## src/rtl/dw_pkg.sv

```systemverilog
package dw_pkg;
  localparam int DW         = 32;
  localparam int OWN_BIT    = 31;
  localparam int EOR_BIT    = 25;
  localparam int CHAIN_BIT  = 24;
  localparam int SZ_W       = 11;
  localparam int SZ1_LSB    = 0;
  localparam int SZ2_LSB    = 11;
  localparam int DESC_WORDS = 4;
  localparam int DESC_BYTES = DESC_WORDS * (DW / 8);

  typedef enum logic [2:0] {
    ST_IDLE,
    ST_ISSUE,
    ST_WAIT,
    ST_STALL,
    ST_PICK,
    ST_BUF,
    ST_CLEAR
  } walk_st_e;
endpackage

```

## src/rtl/dw_desc_regs.sv

```systemverilog
module dw_desc_regs #(
  parameter int NW = 4,
  parameter int W  = 32,
  localparam int IW = (NW > 1) ? $clog2(NW) : 1
) (
  input  logic                 clk,
  input  logic                 rst,
  input  logic                 load,
  input  logic [IW-1:0]        idx,
  input  logic [W-1:0]         din,
  output logic [NW-1:0][W-1:0] words
);
  for (genvar g = 0; g < NW; g++) begin : g_word
    logic [W-1:0] r;
    always_ff @(posedge clk) begin
      if (rst)
        r <= '0;
      else if (load && idx == IW'(g))
        r <= din;
    end
    assign words[g] = r;
  end
endmodule

```

## src/rtl/dw_buf_select.sv

```systemverilog
module dw_buf_select
  import dw_pkg::*;
#(
  parameter int SZW = SZ_W
) (
  input  logic [DW-1:0]  ctrl_word,
  output logic [SZW-1:0] len1,
  output logic [SZW-1:0] len2,
  output logic           use1,
  output logic           use2,
  output logic           eor,
  output logic           chain
);
  logic [SZW-1:0] raw1, raw2;

  always_comb begin
    raw1  = ctrl_word[SZ1_LSB +: SZW];
    raw2  = ctrl_word[SZ2_LSB +: SZW];
    len1  = {raw1[SZW-1:2], 2'b00};
    len2  = {raw2[SZW-1:2], 2'b00};
    eor   = ctrl_word[EOR_BIT];
    chain = ctrl_word[CHAIN_BIT];
    use1  = |len1;
    // word 3 is a data buffer unless it is a live link (end of ring wins)
    use2  = (|len2) && (!chain || eor);
  end
endmodule

```

## src/rtl/dw_next_addr.sv

```systemverilog
module dw_next_addr
  import dw_pkg::*;
#(
  parameter int AW = 32
) (
  input  logic [AW-1:0] cur,
  input  logic [AW-1:0] base,
  input  logic [DW-1:0] link,
  input  logic          eor,
  input  logic          chain,
  output logic [AW-1:0] nxt
);
  always_comb begin
    if (eor)
      nxt = base;
    else if (chain)
      nxt = link[AW-1:0];
    else
      nxt = cur + AW'(DESC_BYTES);
  end
endmodule

```

## src/rtl/desc_walker.sv

```systemverilog
module desc_walker
  import dw_pkg::*;
#(
  parameter int AW        = 32,
  parameter int POLL_WAIT = 8
) (
  input  logic            clk,
  input  logic            rst,
  input  logic            start,
  input  logic [AW-1:0]   base_addr,
  output logic            rd_en,
  output logic [AW-1:0]   rd_addr,
  input  logic            rd_valid,
  input  logic [DW-1:0]   rd_data,
  output logic            wr_en,
  output logic [AW-1:0]   wr_addr,
  output logic [DW-1:0]   wr_data,
  output logic            buf_valid,
  output logic [AW-1:0]   buf_addr,
  output logic [SZ_W-1:0] buf_len,
  input  logic            buf_done,
  output logic            stalled
);
  localparam int IDXW = $clog2(DESC_WORDS);
  localparam int PW   = $clog2(POLL_WAIT + 1);
  localparam logic [DW-1:0] OWN_MASK = DW'(1) << OWN_BIT;

  walk_st_e                     st;
  logic [AW-1:0]                cur_addr, base_q, nxt_addr;
  logic [IDXW-1:0]              word_idx;
  logic [PW-1:0]                poll_cnt;
  logic                         on_second;
  logic [DESC_WORDS-1:0][DW-1:0] words;
  logic [SZ_W-1:0]              len1, len2;
  logic                         use1, use2, eor, chain;
  logic                         cap;

  assign cap = (st == ST_WAIT) && rd_valid;

  dw_desc_regs #(.NW(DESC_WORDS), .W(DW)) u_regs (
    .clk   (clk),
    .rst   (rst),
    .load  (cap),
    .idx   (word_idx),
    .din   (rd_data),
    .words (words)
  );

  dw_buf_select #(.SZW(SZ_W)) u_sel (
    .ctrl_word (words[1]),
    .len1      (len1),
    .len2      (len2),
    .use1      (use1),
    .use2      (use2),
    .eor       (eor),
    .chain     (chain)
  );

  dw_next_addr #(.AW(AW)) u_next (
    .cur   (cur_addr),
    .base  (base_q),
    .link  (words[3]),
    .eor   (eor),
    .chain (chain),
    .nxt   (nxt_addr)
  );

  always_ff @(posedge clk) begin
    if (rst) begin
      st        <= ST_IDLE;
      rd_en     <= 1'b0;
      rd_addr   <= '0;
      wr_en     <= 1'b0;
      wr_addr   <= '0;
      wr_data   <= '0;
      buf_valid <= 1'b0;
      buf_addr  <= '0;
      buf_len   <= '0;
      stalled   <= 1'b0;
      cur_addr  <= '0;
      base_q    <= '0;
      word_idx  <= '0;
      poll_cnt  <= '0;
      on_second <= 1'b0;
    end else begin
      rd_en <= 1'b0;
      wr_en <= 1'b0;
      unique case (st)
        ST_IDLE: begin
          if (start) begin
            base_q   <= base_addr;
            cur_addr <= base_addr;
            word_idx <= '0;
            st       <= ST_ISSUE;
          end
        end
        ST_ISSUE: begin
          rd_en   <= 1'b1;
          rd_addr <= cur_addr + (AW'(word_idx) << 2);
          st      <= ST_WAIT;
        end
        ST_WAIT: begin
          if (rd_valid) begin
            if (word_idx == '0 && !rd_data[OWN_BIT]) begin
              stalled  <= 1'b1;
              poll_cnt <= '0;
              st       <= ST_STALL;
            end else begin
              if (word_idx == '0)
                stalled <= 1'b0;
              if (word_idx == IDXW'(DESC_WORDS - 1)) begin
                st <= ST_PICK;
              end else begin
                word_idx <= word_idx + 1'b1;
                st       <= ST_ISSUE;
              end
            end
          end
        end
        ST_STALL: begin
          poll_cnt <= poll_cnt + 1'b1;
          if (poll_cnt == PW'(POLL_WAIT - 1))
            st <= ST_ISSUE;
        end
        ST_PICK: begin
          if (use1) begin
            buf_valid <= 1'b1;
            buf_addr  <= words[2][AW-1:0];
            buf_len   <= len1;
            on_second <= 1'b0;
            st        <= ST_BUF;
          end else if (use2) begin
            buf_valid <= 1'b1;
            buf_addr  <= words[3][AW-1:0];
            buf_len   <= len2;
            on_second <= 1'b1;
            st        <= ST_BUF;
          end else begin
            st <= ST_CLEAR;
          end
        end
        ST_BUF: begin
          if (buf_done) begin
            if (!on_second && use2) begin
              buf_addr  <= words[3][AW-1:0];
              buf_len   <= len2;
              on_second <= 1'b1;
            end else begin
              buf_valid <= 1'b0;
              st        <= ST_CLEAR;
            end
          end
        end
        ST_CLEAR: begin
          wr_en    <= 1'b1;
          wr_addr  <= cur_addr;
          wr_data  <= words[0] & ~OWN_MASK;
          cur_addr <= nxt_addr;
          word_idx <= '0;
          st       <= ST_ISSUE;
        end
        default: st <= ST_IDLE;
      endcase
    end
  end
endmodule

```

## config.mk

```make
export PLATFORM = sky130hd
export DESIGN_NAME = desc_walker
export DESIGN_NICKNAME = d
export VERILOG_FILES = /design/src/rtl/dw_pkg.sv /design/src/rtl/dw_desc_regs.sv /design/src/rtl/dw_buf_select.sv /design/src/rtl/dw_next_addr.sv /design/src/rtl/desc_walker.sv
export SDC_FILE = /design/constraint.sdc
export NUM_CORES = 1
export LEC_CHECK = 0
export ABC_AREA = 1
export BUFFER_PORTS_ARGS = -buffer_cell sky130_fd_sc_hd__buf_2
export CAP_MARGIN = 20
export CORE_AREA = 5 5 211 213
export CTS_CLUSTER_DIAMETER = 30
export CTS_CLUSTER_SIZE = 16
export DETAILED_ROUTE_END_ITERATION = 10
export DIE_AREA = 0 0 216 218
export GPL_ROUTABILITY_DRIVEN = 1
export MAX_ROUTING_LAYER = met4
export PLACE_DENSITY_LB_ADDON = 0.2
export SYNTH_ARGS = -nofsm -noshare
export SYNTH_HDL_FRONTEND = slang
export SYNTH_HIERARCHICAL = 1
export SYNTH_SLANG_ARGS = --single-unit
```

## constraint.sdc

```tcl
create_clock -name clk -period 4.4 [get_ports clk]
set_clock_uncertainty 0.15 [all_clocks]
set_input_delay 0.22 -clock clk [delete_from_list [all_inputs] [get_ports clk]]
set_output_delay 0.22 -clock clk [all_outputs]
set_load 0.005 [all_outputs]
```

# == Yosys cells after proc, flatten, opt, wreduce, memory -nomap -nowiden ==
# Index checks and enable logic that the tools add are counted.
# classes
n_addsub,4
n_eq_ne,20
n_mux,45
reduce_logical,29
# ops
cell,n
$mux W32,7
$pmux W32 S2,2
$mux W11,4
$add A32 B4 Y32,1
$add A32 B5 Y32 const B,1
$pmux W11 S2,1
$mux W3,7
$pmux W3 S7,1
$reduce_or A9 Y1,2
$ne A2 B2 Y1 const B,8
$mux W2,6
$mux W1,11
$reduce_and A5 Y1,2
$eq A3 B3 Y1 const B,3
$logic_and A1 B1 Y1,8
$mux W4,2
$pmux W4 S2,1
$reduce_and A4 Y1,2
$reduce_bool A2 Y1,4
$eq A3 B2 Y1 const B,2
$pmux W2 S3,1
$reduce_and A3 Y1,2
$add A4 B1 Y4 const B,1
$eq A2 B2 Y1 const B,2
13 further kinds,17
# totals
register_bits,337
in_bits,69
output_inout_bits,143
wordCells,117

# == Logic depth before layout (Yosys ltp) ==
# Gate-level depths: netlist of run 1.
# logic_depth
ltp_word,7
mapped_depth,13
ltp_nobuf,12

# == Modules after synthesis ==
# Netlist of run 1, hierarchy kept.
# modules_own_cells
mod,n_inst,cells_each,area_each_um2,seq_area_each_um2
desc_walker,1,1340,9593.0,4324.1
dw_desc_regs,1,820,5297.6,2562.5
dw_next_addr,1,342,1551.5,0.0
dw_buf_select,1,41,249.0,0.0

# == Least setup slack after synthesis of run 1 ==
# No wires, ideal clock.
# synth_timing
path_kind,register -> register
start,reg word_idx[0]
end,reg rd_addr[14]
setup_ns,0.109
arrival_time_ns,1.684
required_ns,4.141
path_slack_ns,2.457
path_stages_with_launch,11
n_path_buf,0
period_less_slack_ns,1.943
cell_sequence,dfxtp_1 -> ha_1 -> fa_1 -> inv_1 -> nor2_2 -> nand2_2 -> nor2_4 -> xnor2_1 -> nand2_1 -> nand2_1 -> inv_1
# synth_between
elab_chain_len,1
# synth_lines
item,line,text
from (decl),desc_walker.sv:30,logic [IDXW-1:0] word_idx;
from (signal assigned),desc_walker.sv:114,word_idx <= word_idx + 1'b1;
$add A32 B4 Y32,desc_walker.sv:99,rd_addr <= cur_addr + (AW'(word_idx) << 2);
to (signal assigned),desc_walker.sv:99,
to (decl),desc_walker.sv:12,"output logic [AW-1:0] rd_addr,"
# Every way passes these cells.
# A chain may end at the register's enable or synchronous reset.

# == Worst setup path in the final report of run 1 ==
# layout_timing
start,reg st[1]
end,reg u_regs.g_word[2].r[15]
# layout_between
elab_chain_len,3
# layout_lines
item,line,text
from (decl),desc_walker.sv:28,walk_st_e st;
from (signal assigned),desc_walker.sv:70,st <= ST_IDLE;
from (signal assigned),desc_walker.sv:94,st <= ST_ISSUE;
from (signal assigned),desc_walker.sv:100,st <= ST_WAIT;
$eq A3 B2 Y1,desc_walker.sv:38,assign cap = (st == ST_WAIT) && rd_valid;
$logic_and A1 B1 Y1,desc_walker.sv:38,
named net cap,desc_walker.sv:36,logic cap;
$logic_and A1 B1 Y1,dw_desc_regs.sv:18,else if (load && idx == IW'(g))
to (signal assigned),dw_desc_regs.sv:19,r <= din;
to (decl),dw_desc_regs.sv:14,logic [W-1:0] r;
# The timed path passes the listed nets, and every way through them passes these cells.

==> impl_metrics.env, run 1 <==
export IMPL_fin_tns_setup_ns=0
export IMPL_status="completed"
export IMPL_detail_route_wirelength_um=52970
export IMPL_i_o_buffers=210
export IMPL_cp_num_buf_inv=4
export IMPL_synthToLayoutAreaGrowth_pct=27.89
export IMPL_design_core_area_um2=42510
export IMPL_max_vdd_ir_drop_v=0.0002716
export IMPL_fin_crit_sh=0.6567
export IMPL_first_pass_grt_wire_length_um=83290
export IMPL_pin_count_of_the_biggest_net_entering_global_routing=95
export IMPL_endpoint_kind="flop"
export IMPL_cts_buffers=81
export IMPL_cp_cell_sequence="inv_4 > nor3_2 > inv_1 > nor2_4 > buf_4 > nand3_2 > buf_4 > nand2_1 > nand2_1 > nor2_1"
export IMPL_worst_slack_ns=1.511
export IMPL_post_cts_setup_buffer_count=0
export IMPL_die_area_um2=47090
export IMPL_fp_dieH_um=218
export IMPL_layout_common_cells="812 x sky130_fd_sc_hd__nand2_1, 422 x sky130_fd_sc_hd__nor2_1, 331 x sky130_fd_sc_hd__dfxtp_1"
export IMPL_final_setup_viol_count=0
export IMPL_max_cap_violations=0
export IMPL_drtIter0Drc=1179
export IMPL_dpl_hpwl_um=36150
export IMPL_holdPathEnd="buf_valid$_SDFFE_PP0P_"
export IMPL_mean_area_per_synthesized_cell_um2=6.566
export IMPL_worstSetupPathType="flop to flop"
export IMPL_path_max_fanout=66
export IMPL_synthesis_yosys_warnings=6
export IMPL_rows=76
export IMPL_globalplace_congestion=0.9146
export IMPL_cts_root_buffer="sky130_fd_sc_hd__clkbuf_16"
export IMPL_vias_per_cell=4.888
export IMPL_start_util=0.3808
export IMPL_start_kind="flop"
export IMPL_dp_worst_setup_slack_ns=1.508
export IMPL_cts_path_max_buffers=3
export IMPL_antenna_found_initial=1
export IMPL_timing_rr_start="st[1]$_SDFFE_PP0P_"
export IMPL_synthesized_instance_count=2465
export IMPL_fraction_of_final_layout_cells_sized_beyond_drive_strength_1=0.1574
export IMPL_commonest_non_fill_non_tap_cell_in_the_layout="sky130_fd_sc_hd__nand2_1"
export IMPL_worstRegToRegCells=10
export IMPL_finalHoldViolations=0
export IMPL_hold_start="buf_done"
export IMPL_worst_hold_slack_ns=0.02927
export IMPL_timing_reg2reg_setup_slack_ns=1.51
export IMPL_nets=2760
export IMPL_max_slew_violation_total_from_the_final_report=0
export IMPL_min_period_ns=2.889
export IMPL_timing_critical_path_slowest_stage_cell="sky130_fd_sc_hd__dfxtp_1"
export IMPL_critical_path_top_delay_family="buffers and inverters"
export IMPL_clock_tree_from_tritoncts="built"
export IMPL_clk_insertion_delay_late_ns=0.59
export IMPL_syn_area_um2=16180
export IMPL_power_leakage_uw=0.009570
export IMPL_htree_num_levels=3
export IMPL_route_vias_total=16120
export IMPL_global_route_overflow_total=0
export IMPL_cp_data_required_time_ns=4.77
export IMPL_timing_rr_end="u_regs/g_word[2].r[15]$_SDFFE_PP0P_"
export IMPL_io_pin_count=212
export IMPL_power_density_nw_per_um2=576.9
export IMPL_routed_wire_length_per_instance_um=16.06
export IMPL_whs_path_depth=6
export IMPL_clock_sink_count=331
export IMPL_drt_drc_violations_left=0
export IMPL_worstHoldPathType="input pin to flop"
export IMPL_path_clk_slew_ns=0.04
export IMPL_via_count_of_the_first_global_routing_pass=15660
export IMPL_postRouteAntennaNets=0
export IMPL_stage_delay_of_the_slowest_cell_on_the_critical_path_ns=0.73
export IMPL_chipWidth_um=216
export IMPL_worst_slew_pin_transition_ns=1.022
export IMPL_fmax_mhz=346.1
export IMPL_post_cts_resize_count=0
export IMPL_globalRouteTotalUtil=0.2250
export IMPL_maxSlewHeadroom=0.3184
export IMPL_grt_setup_unrepaired="no"
export IMPL_crit_arrival_ns=3.26
export IMPL_detail_route_first_pass_iterations=7
metal layers:
| metal | share of wire | track usage |
|---|---|---|
| met1 | 0.43 | 0.2718 |
| met2 | 0.48 | 0.3766 |
| met3 | 0.062 | 0.04401 |
| met4 | 0.030 | 0.08035 |
| met5 | 0 | - |
sequential cells by signal, summed over array words and instances, names as in the netlist:
register,count
base_q,32
buf_addr,32
buf_len,11
buf_valid,1
cur_addr,32
on_second,1
poll_cnt,4
rd_addr,32
rd_en,1
st,3
stalled,1
u_regs/g_word.r,115
word_idx,2
wr_addr,32
wr_data,31
wr_en,1
per-stage QoR:
stage | instances | cell area, µm² | total power [µW] | util
after floorplan | 2468 | 16200 | 5147 | -
final | 3298 | 20700 | 11940 | 0.4869
after CTS | 3296 | 20670 | 12050 | 0.4864
after global routing | 3298 | 20700 | 12520 | 0.4869
after detailed placement | 3081 | 17100 | 5648 | 0.4022
after global placement | 3081 | 17100 | 5604 | 0.4022
cell type report:
| class | count | area (µm²) |
|---|---|---|
| inverter | 222 | 855.8 |
| clock inverter | 40 | 545.5 |
| antenna | 1 | 2.502 |
| multi-input combinational | 1758 | 7771 |
| sequential | 331 | 6626 |
| clock buffer | 111 | 2394 |
| fill | 4305 | 21810 |
| timing repair buffer | 289 | 1819 |
| tap | 546 | 683.2 |
timing repair:
item | CTS | global route
hold buffers | 64 | 0
hold endpoints to repair | 176 | 0
setup endpoints to repair | 0 | 0
power breakdown:
part | leakage [µW] | internal, µW | switching (µW) | total, µW
combinational | 0.00545 | 661 | 1280 | 1940
sequential | 0.00268 | 3330 | 371 | 3700
clock | 0.00144 | 4430 | 1860 | 6300
how the worst max path moves through the flow:
stage,slack [ns],depth (start not counted),startpoint,to
after CTS,1.50,10,st[1]$_SDFFE_PP0P_,u_regs/g_word[2].r[7]$_SDFFE_PP0P_
after detailed placement,1.51,10,st[1]$_SDFFE_PP0P_,u_regs/g_word[2].r[12]$_SDFFE_PP0P_
after global placement,1.57,6,st[0]$_SDFFE_PP0P_,wr_addr[9]$_SDFFE_PP0P_
final,1.51,10,st[1]$_SDFFE_PP0P_,u_regs/g_word[2].r[15]$_SDFFE_PP0P_
after floorplan,2.46,10,word_idx[0]$_SDFFE_PP0P_,rd_addr[14]$_SDFFE_PP0P_
after global routing,1.21,10,st[1]$_SDFFE_PP0P_,u_regs/g_word[3].r[1]$_SDFFE_PP0P_
tightest hold or removal path, cell delays in order:
cell and delay, ns:
sky130_fd_sc_hd__buf_2 0.08, sky130_fd_sc_hd__inv_1 0.05, sky130_fd_sc_hd__nand4_2 0.10, sky130_fd_sc_hd__nand2_2 0.06
sky130_fd_sc_hd__o21ai_0 0.14, sky130_fd_sc_hd__a21oi_1 0.06
(Power assumes the default switching activity.)
==> run 2: changes to the inputs <==
clock period = 2.85 ns   (was 4.4 ns; I/O delays follow)
==> impl_metrics.env, run 2 (synthesized netlist as in run 1, its figures left out) <==
export IMPL_detail_route_wirelength_um=53180
export IMPL_grt_setup_unrepaired="no"
export IMPL_drt_drc_violations_left=0
export IMPL_stage_delay_of_the_slowest_cell_on_the_critical_path_ns=0.40
export IMPL_max_slew_violation_total_from_the_final_report=0
export IMPL_routed_wire_length_per_instance_um=15.99
export IMPL_fin_crit_sh=0.8258
export IMPL_finalHoldViolations=0
export IMPL_path_clk_slew_ns=0.05
export IMPL_fp_dieH_um=218
export IMPL_post_cts_resize_count=0
export IMPL_worst_slack_ns=0.4965
export IMPL_place_detailed_instances=3101
export IMPL_status="completed"
export IMPL_final_cells=3326
export IMPL_cp_data_required_time_ns=3.19
export IMPL_via_count_of_the_first_global_routing_pass=15600
export IMPL_crit_arrival_ns=2.69
export IMPL_globalRouteTotalUtil=0.2264
export IMPL_die_area_um2=47090
export IMPL_maxSlewHeadroom=0.2812
export IMPL_first_pass_grt_wire_length_um=83880
export IMPL_dpl_hpwl_um=36420
export IMPL_chipWidth_um=216
export IMPL_cp_cell_sequence="nor3_2 > inv_1 > nor2_4 > buf_4 > buf_4 > nand3_1 > nand2_1 > nor2_1"
export IMPL_design_core_area_um2=42510
export IMPL_globalplace_congestion=0.8962
export IMPL_start_util=0.3808
export IMPL_critical_path_top_delay_family="buffers and inverters"
export IMPL_min_period_ns=2.353
export IMPL_layout_area_seq_um2=6626
export IMPL_fraction_of_final_layout_cells_sized_beyond_drive_strength_1=0.1653
export IMPL_layout_common_cells="812 x sky130_fd_sc_hd__nand2_1, 422 x sky130_fd_sc_hd__nor2_1, 331 x sky130_fd_sc_hd__dfxtp_1"
export IMPL_i_o_buffers=210
export IMPL_commonest_non_fill_non_tap_cell_in_the_layout="sky130_fd_sc_hd__nand2_1"
export IMPL_dp_worst_setup_slack_ns=0.4984
export IMPL_endpoint_kind="flop"
export IMPL_registers_top_by_ff_count="u_regs/g_word.r"
export IMPL_fin_tns_setup_ns=0
export IMPL_worst_slew_pin_transition_ns=1.078
export IMPL_power_leakage_uw=0.009696
export IMPL_max_cap_violations=0
export IMPL_start_kind="flop"
export IMPL_final_setup_viol_count=0
export IMPL_antenna_found_initial=3
export IMPL_fmax_mhz=424.9
export IMPL_nets=2785
export IMPL_io_pin_count=212
export IMPL_placed_cell_area_um2=17320
export IMPL_cts_buffers=84
export IMPL_rows=76
export IMPL_path_max_fanout=34
export IMPL_post_cts_setup_buffer_count=0
export IMPL_cts_path_max_buffers=3
export IMPL_vias_per_cell=4.801
export IMPL_timing_reg2reg_setup_slack_ns=0.50
export IMPL_worstHoldPathType="input pin to flop"
export IMPL_max_vdd_ir_drop_v=0.0004718
export IMPL_finish_instance_area_um2=20980
export IMPL_cts_hold_fix_buffers=67
export IMPL_cp_num_buf_inv=3
export IMPL_postRouteAntennaNets=0
export IMPL_worstSetupPathType="flop to flop"
export IMPL_pin_count_of_the_biggest_net_entering_global_routing=111
export IMPL_clock_sink_count=331
export IMPL_largest_reg_flops=115
export IMPL_detail_route_first_pass_iterations=5
export IMPL_htree_num_levels=3
export IMPL_global_route_overflow_total=0
export IMPL_clk_insertion_delay_late_ns=0.60
export IMPL_multi_input_area_um2=7771
export IMPL_route_vias_total=15970
export IMPL_clock_tree_from_tritoncts="built"
export IMPL_power_density_nw_per_um2=891.2
export IMPL_drtIter0Drc=1146
export IMPL_synthToLayoutAreaGrowth_pct=29.63
export IMPL_cts_root_buffer="sky130_fd_sc_hd__clkbuf_16"
export IMPL_timing_critical_path_slowest_stage_cell="sky130_fd_sc_hd__dfxtp_1"
export IMPL_cp_common_cell="sky130_fd_sc_hd__buf_4"
export IMPL_layout_filler_cells=4240
-- run 2: cell count changes in the layout (fill, tap and decap cells not counted), sizes merged --
| cell | previous run | this run |
|---|---|---|
| buf | 225 | 244 |
| inv | 221 | 228 |
| clkbuf | 111 | 105 |
| clkinvlp | 7 | 12 |
| dlygate4sd3 | 64 | 67 |
| bufinv | 11 | 9 |
| diode | 1 | 3 |
-- run 2: area by class of cell --
class	count	share of cell area
flip-flops and latches	331	0.3158
repair buffers	311	0.09792
multi-input cells	1758	0.3704
clock buffers	105	0.1121
diodes	3	0.0003578
well taps	546	0.03256
inverters	222	0.04079
clock inverters	50	0.03000
-- run 2: path summary, 6_finish.rpt --
check,startpoint,end,cells after the start
max,st[2]$_SDFFE_PP0P_,u_regs/g_word[0].r[6]$_SDFFE_PP0P_,8
min,start,cur_addr[1]$_SDFFE_PP0P_,8
max reg2reg,st[2]$_SDFFE_PP0P_,u_regs/g_word[0].r[6]$_SDFFE_PP0P_,8
min reg2reg,wr_addr[1]$_SDFFE_PP0P_,wr_addr[1]$_SDFFE_PP0P_,2
-- run 2: report_power, final --
group / switching, µW / internal (µW) / leakage, µW
combinational: 2090 / 1140 / 0.00558
clock: 3120 / 6710 / 0.00143
sequential: 506 / 5140 / 0.00268
-- run 2: stage by stage --
stage               hold slack [ns]  total power (µW)    util
floorplan                    0.1273              7946       -
global placement             0.2640              8823  0.4075
detailed placement           0.2727              8869  0.4075
CTS                          0.1261             18840  0.4934
global route                 0.1856             19580  0.4936
finish                       0.1534             18700  0.4936
-- run 2: layer usage --
metal  GRT usage  share of wire
met5           -              0
met2      0.3729           0.48
met1      0.2776           0.44
met4     0.08734          0.030
met3     0.04151          0.053
-- run 2: tightest hold or removal path, stage by stage --
cell,delay [ns]
sky130_fd_sc_hd__buf_2,0.08
sky130_fd_sc_hd__inv_1,0.10
sky130_fd_sc_hd__nor2_8,0.14
sky130_fd_sc_hd__inv_4,0.03
sky130_fd_sc_hd__nand2_1,0.06
sky130_fd_sc_hd__inv_2,0.14
sky130_fd_sc_hd__nand2_1,0.09
sky130_fd_sc_hd__a31oi_1,0.06
